File: src/rtl/wdog_pkg.sv
package wdog_pkg;

  // Progress through the two-write service key
  typedef enum logic {
    KS_IDLE  = 1'b0,
    KS_ARMED = 1'b1
  } key_state_e;

  localparam int unsigned KEY_W_DEF      = 8;
  localparam logic [7:0]  KEY_FIRST_DEF  = 8'h0A;
  localparam logic [7:0]  KEY_SECOND_DEF = 8'h03;

endpackage

File: src/rtl/wdog_enable_lock.sv
module wdog_enable_lock (
  input  logic clk,
  input  logic rst_n,
  input  logic ctrl_wr_i,
  input  logic ctrl_en_bit_i,
  output logic en_o
);

  logic en_q;

  // Set-only: a control write can raise the enable, never lower it
  always_ff @(posedge clk) begin
    if (!rst_n) en_q <= 1'b0;
    else        en_q <= en_q | (ctrl_wr_i & ctrl_en_bit_i);
  end

  assign en_o = en_q;

  AST_EN_STICKY: assert property (@(posedge clk) disable iff (!rst_n)
    en_q |=> en_q);

  AST_EN_SET: assert property (@(posedge clk) disable iff (!rst_n)
    (ctrl_wr_i && ctrl_en_bit_i) |=> en_q);

endmodule

File: src/rtl/wdog_key_seq.sv
module wdog_key_seq
  import wdog_pkg::*;
#(
  parameter int unsigned      KEY_W      = KEY_W_DEF,
  parameter logic [KEY_W-1:0] KEY_FIRST  = KEY_W'(KEY_FIRST_DEF),
  parameter logic [KEY_W-1:0] KEY_SECOND = KEY_W'(KEY_SECOND_DEF)
) (
  input  logic             clk,
  input  logic             rst_n,
  input  logic             key_wr_i,
  input  logic [KEY_W-1:0] key_data_i,
  output logic             kick_o
);

  key_state_e st_q;
  logic       kick_q;

  always_ff @(posedge clk) begin
    if (!rst_n) begin
      st_q   <= KS_IDLE;
      kick_q <= 1'b0;
    end else begin
      kick_q <= 1'b0;
      if (key_wr_i) begin
        if (key_data_i == KEY_FIRST) begin
          // first key always (re)starts the sequence
          st_q <= KS_ARMED;
        end else if (st_q == KS_ARMED && key_data_i == KEY_SECOND) begin
          kick_q <= 1'b1;
          st_q   <= KS_IDLE;
        end else begin
          // any other write abandons a partial sequence
          st_q <= KS_IDLE;
        end
      end
    end
  end

  assign kick_o = kick_q;

  AST_KICK_FROM_SECOND: assert property (@(posedge clk) disable iff (!rst_n)
    kick_q |-> ($past(key_wr_i) && $past(key_data_i) == KEY_SECOND));

  AST_KICK_NOT_BACK_TO_BACK: assert property (@(posedge clk) disable iff (!rst_n)
    kick_q |=> !kick_q);

endmodule

File: src/rtl/wdog_counter.sv
module wdog_counter #(
  parameter int unsigned TIMEOUT_TICKS = 65536
) (
  input  logic clk,
  input  logic rst_n,
  input  logic en_i,
  input  logic tick_i,
  input  logic kick_i,
  output logic req_o
);

  localparam int unsigned CNT_W = (TIMEOUT_TICKS > 2) ? $clog2(TIMEOUT_TICKS) : 1;
  localparam logic [CNT_W-1:0] LAST = CNT_W'(TIMEOUT_TICKS - 1);

  logic [CNT_W-1:0] cnt_q;
  logic             req_q;

  always_ff @(posedge clk) begin
    if (!rst_n) begin
      cnt_q <= '0;
      req_q <= 1'b0;
    end else begin
      req_q <= 1'b0;
      if (!en_i) begin
        cnt_q <= '0;
      end else if (kick_i) begin
        cnt_q <= '0;
      end else if (tick_i) begin
        if (cnt_q == LAST) begin
          cnt_q <= '0;
          req_q <= 1'b1;
        end else begin
          cnt_q <= cnt_q + 1'b1;
        end
      end
    end
  end

  assign req_o = req_q;

  AST_IDLE_HOLD: assert property (@(posedge clk) disable iff (!rst_n)
    !en_i |-> (cnt_q == '0 && !req_q));

  AST_KICK_CLEARS: assert property (@(posedge clk) disable iff (!rst_n)
    kick_i |=> (cnt_q == '0));

  AST_REQ_ONE_CYCLE: assert property (@(posedge clk) disable iff (!rst_n)
    req_q |=> !req_q);

  AST_REQ_RESTART: assert property (@(posedge clk) disable iff (!rst_n)
    req_q |-> (cnt_q == '0));

  AST_NO_OVERFLOW: assert property (@(posedge clk) disable iff (!rst_n)
    cnt_q <= LAST);

endmodule

File: src/rtl/keyed_watchdog.sv
module keyed_watchdog
  import wdog_pkg::*;
#(
  parameter int unsigned      TIMEOUT_TICKS = 65536,
  parameter int unsigned      KEY_W         = KEY_W_DEF,
  parameter logic [KEY_W-1:0] KEY_FIRST     = KEY_W'(KEY_FIRST_DEF),
  parameter logic [KEY_W-1:0] KEY_SECOND    = KEY_W'(KEY_SECOND_DEF)
) (
  input  logic             clk,
  input  logic             rst_n,
  input  logic             tick_i,
  input  logic             ctrl_wr_i,
  input  logic             ctrl_en_bit_i,
  input  logic             key_wr_i,
  input  logic [KEY_W-1:0] key_data_i,
  output logic             wd_enabled_o,
  output logic             wd_rst_req_o
);

  logic en;
  logic kick;

  wdog_enable_lock u_lock (
    .clk           (clk),
    .rst_n         (rst_n),
    .ctrl_wr_i     (ctrl_wr_i),
    .ctrl_en_bit_i (ctrl_en_bit_i),
    .en_o          (en)
  );

  wdog_key_seq #(
    .KEY_W      (KEY_W),
    .KEY_FIRST  (KEY_FIRST),
    .KEY_SECOND (KEY_SECOND)
  ) u_key (
    .clk        (clk),
    .rst_n      (rst_n),
    .key_wr_i   (key_wr_i),
    .key_data_i (key_data_i),
    .kick_o     (kick)
  );

  wdog_counter #(
    .TIMEOUT_TICKS (TIMEOUT_TICKS)
  ) u_cnt (
    .clk    (clk),
    .rst_n  (rst_n),
    .en_i   (en),
    .tick_i (tick_i),
    .kick_i (kick),
    .req_o  (wd_rst_req_o)
  );

  assign wd_enabled_o = en;

  AST_REQ_NEEDS_EN: assert property (@(posedge clk) disable iff (!rst_n)
    wd_rst_req_o |-> wd_enabled_o);

endmodule

File: config.mk
export PLATFORM = sky130hd
export DESIGN_NAME = keyed_watchdog
export DESIGN_NICKNAME = d
export VERILOG_FILES = /design/src/rtl/wdog_pkg.sv /design/src/rtl/wdog_enable_lock.sv /design/src/rtl/wdog_key_seq.sv /design/src/rtl/wdog_counter.sv /design/src/rtl/keyed_watchdog.sv
export SDC_FILE = /design/constraint.sdc
export NUM_CORES = 1
export LEC_CHECK = 0
export BUFFER_PORTS_ARGS = -buffer_cell sky130_fd_sc_hd__buf_2
export CAP_MARGIN = 20
export CORE_MARGIN = 5
export CORE_UTILIZATION = 32
export CTS_BUF_LIST = sky130_fd_sc_hd__clkbuf_4 sky130_fd_sc_hd__clkbuf_8 sky130_fd_sc_hd__clkbuf_16
export CTS_CLUSTER_SIZE = 16
export DETAILED_ROUTE_END_ITERATION = 16
export GPL_TIMING_DRIVEN = 0
export MAX_ROUTING_LAYER = met4
export PLACE_DENSITY_LB_ADDON = 0.2
export SLEW_MARGIN = 20
export SYNTH_ARGS = -nofsm -noshare
export SYNTH_HDL_FRONTEND = slang
export SYNTH_SLANG_ARGS = --single-unit
File: constraint.sdc
create_clock -name clk -period 1.8 [get_ports clk]
set_input_delay 0.18 -clock clk [delete_from_list [all_inputs] [get_ports clk]]
set_output_delay 0.18 -clock clk [all_outputs]
set_load 0.005 [all_outputs]
==> run summary <==
status = finished clean
share of the synthesized area in the top cell type = 45.2%
Final Util = 39.2%
Slew @ Worst Pin = 320 ps
DP HPWL = 1180 um
endpoints failing hold = 0
part of the power in registers = 52.3%
VDD IR-drop max = 0.000432 V
post-route clock period utilization = 92.8%
post-synthesis cell count = 95
RSZ-0062 raised after global routing = no
asr flop ratio synth = 0%
Initial Util = 32.7%
setup TNS = 0 ps
Min-Delay Path Class = in2reg
initial antenna violation count = 0
core box area = 2710 sq um
CP max FO = 4
number of buffers created by CTS = 3
CP endpoint kind = flip-flop
switching pwr = 0.000166 W
Yosys top cell by area = dfxtp_1
Pint = 0.000689 W
post-cts hold buffer count = 0
CTS HTree Levels = 1
Placed Cells incl. Taps = 141
Fill cells = 287
CTS tree = yes
max incr delay on CP = 450 ps
vias = 710
kind of critical path = reg2reg
Pwr Density = 806 nW/um^2
clock power share = 43.7%
Final setup viols = 0
Yosys reg bits = 20
Min-Delay Path Depth = 2
clock buffer depth = 2
cell with the most instances after synthesis = dfxtp_1
Via density = 4.86
GR Overflow Total = 0
Netlist cell types = 23
DRC viols = 0
ANT nets after route = 0
Lkg Pwr = 0.369 nW
Ports = 16
die height = 62.6 um
full die area = 3920 sq um
net count after synthesis = 110
Rel. slew slack = 78.4%
Iteration-0 DRC Markers = 16
Mapped Avg Cell Area = 9.32 sq um
Final nets = 131
Comb pwr share = 4.1%
row cnt = 19
CP startpoint kind = flip-flop
Hold Startpoint = key_data_i[3]
DRT Pass-1 Iters = 2
share of cells above drive strength 1 = 23.5%
r2r endpoint = u_cnt.cnt_q[10]$_SDFFE_PP0P_
reg-to-reg slack, setup = 130 ps
Post-Syn Area = 886 sq um
pin count of the biggest net entering global routing = 13
synth warn = 0
slowest stage cell, crit path = or3_2
EDFF count, synth = 0
critical path required time = 2000 ps
Crit Reg-Reg Startpoint = u_cnt.cnt_q[1]$_SDFFE_PP0P_
GRT Total Usage = 8.12%
Min-Delay Endpoint = u_key.kick_o$_SDFF_PP0_
top cells by count, synth = dfxtp_1, nor2_1, xnor2_1
Clock Sinks = 20
PortBufs = 15
ANT cells = 0
max_cap viols = 0
Slew Limit Fails = 0
wire length of the first global-routing pass = 2560 um
CTS Root Buffer Type = clkbuf_4
post-layout min period = 1670 ps
DR WL/cell = 10.4 um
die width = 62.6 um
Total Routed Length = 1520 um
Layout area overhead = 19.8%
Clock Pin Slew Worst Setup and Hold Paths = 130 ps
Data arrival, critical path = 1870 ps
Most used DFF post-synth = dfxtp_1
Worst Skew = 14.7 ps
register area share after synthesis = 45.2%
Placer Congestion = 0.690
fmax = 599 MHz
clk_lat worst skew = 310 ps
vias in the first global route = 633
Net Sw Frac = 19.4%
synth top area cells = dfxtp_1, xnor2_1, nor2_1
Cell Chain, Critical Path = ha_1 -> nand4_1 -> buf_4 -> or3_2 -> xor2_1 -> nor2_1
fin cells = 146
reg2reg path depth = 6
-- how the worst max path moves through the flow --
stage / endpoint / slack [ps] / start / cells after the start
6_report: u_cnt.cnt_q[10]$_SDFFE_PP0P_ / 130 / u_cnt.cnt_q[1]$_SDFFE_PP0P_ / 6
5_1_grt: u_cnt.cnt_q[10]$_SDFFE_PP0P_ / 30 / u_cnt.cnt_q[1]$_SDFFE_PP0P_ / 6
4_1_cts: u_cnt.cnt_q[0]$_SDFFE_PP0P_ / 40 / u_cnt.cnt_q[0]$_SDFFE_PP0P_ / 6
3_5_place_dp: u_cnt.cnt_q[0]$_SDFFE_PP0P_ / 60 / u_cnt.cnt_q[0]$_SDFFE_PP0P_ / 6
3_3_place_gp: u_cnt.cnt_q[0]$_SDFFE_PP0P_ / 100 / u_cnt.cnt_q[0]$_SDFFE_PP0P_ / 6
2_1_floorplan: u_cnt.cnt_q[15]$_SDFFE_PP0P_ / 270 / u_cnt.cnt_q[0]$_SDFFE_PP0P_ / 6
-- layout make-up --
type | count | area, sq um | share of cell area, %
multi-input combinational | 70 | 459 | 43.3
sequential | 20 | 402 | 37.9
timing repair buffer | 16 | 82.6 | 7.78
tap | 31 | 38.8 | 3.66
clock inverter | 1 | 30.0 | 2.83
clock buffer | 3 | 22.5 | 2.12
inverter | 4 | 15.0 | 1.42
buffer | 1 | 11.3 | 1.06
-- layer usage --
layer,GRT usage [%],up-vias,share of wire (%)
met2,12.3,14,43
met1,9.90,325,50
met3,1.62,4,5.3
li1,-,367,-
met5,-,-,0
met4,4.77,0,2.2
-- per-stage QoR --
stage	hold WS, ps	cell area (sq um)	total power (W)	worst slack, ps
detailed placement	368	1000	0.000492	62.0
floorplan	257	886	0.000471	267
global route	44.9	1060	0.000881	26.0
global placement	363	1000	0.000491	95.1
CTS	36.1	1050	0.000864	39.6
finish	42.1	1060	0.000855	129
-- sequential cells by signal, summed over array words and instances, names as in the netlist --
name / cells
u_cnt.cnt_q: 16
u_key.st_q: 1
u_lock.en_o: 1
u_cnt.req_o: 1
u_key.kick_o: 1
-- placed cells by master (no fill, tap or decap) --
| cell type | n |
|---|---|
| nor3_1 | 2 |
| mux2i_1 | 1 |
| buf_4 | 1 |
| and2_1 | 1 |
| buf_2 | 15 |
| dfxtp_1 | 19 |
| buf_6 | 1 |
| nand4_1 | 7 |
| bufinv_16 | 1 |
| o31ai_4 | 1 |
| o22ai_1 | 1 |
| nand3b_1 | 3 |
| xor2_1 | 6 |
| nand3_1 | 1 |
| and3_1 | 1 |
| nor4_1 | 6 |
| clkbuf_4 | 3 |
| nand2_1 | 6 |
| nor2_1 | 18 |
| dfxtp_2 | 1 |
| ha_1 | 1 |
| or2_4 | 1 |
| xnor2_1 | 9 |
| nor2b_1 | 1 |
| inv_1 | 4 |
| nand4_4 | 1 |
| a21oi_1 | 1 |
| or3_2 | 2 |
-- timing repair --
action                     4_1_cts  5_1_grt
setup endpoints to repair        0       10
setup buffers                    0        1
resized for setup                0        1
-- worst max-delay path, delay by kind of cell (launching register included) --
kind	cells	cell delay (ps)
xor gates and xnor gates	1	140
adders and majority gates	1	190
buffers and inverters	1	190
DFF	1	370
and+or+nand+nor	3	680
-- logic make-up after synthesis --
logic type | Yosys count | synth area share, %
flip-flops | 20 | 45.2
multiplexers | 1 | 1.13
XOR/XNOR | 15 | 14.8
buffers and inverters | 5 | 2.97
AND/OR/NAND/NOR | 50 | 30.8
adder cells (fa/ha/maj) | 1 | 1.41
AO/OA/AOI/OAI | 3 | 3.67
-- power by group through the flow --
stage	logic [W]	registers, W	clock network [W]
2_1_floorplan	0.0000142	0.000456	0
3_3_place_gp	0.0000344	0.000456	0
3_5_place_dp	0.0000354	0.000457	0
4_1_cts	0.0000355	0.000447	0.000381
5_1_grt	0.0000393	0.000448	0.000394
6_report	0.0000347	0.000447	0.000374
(Power assumes the default switching activity.)
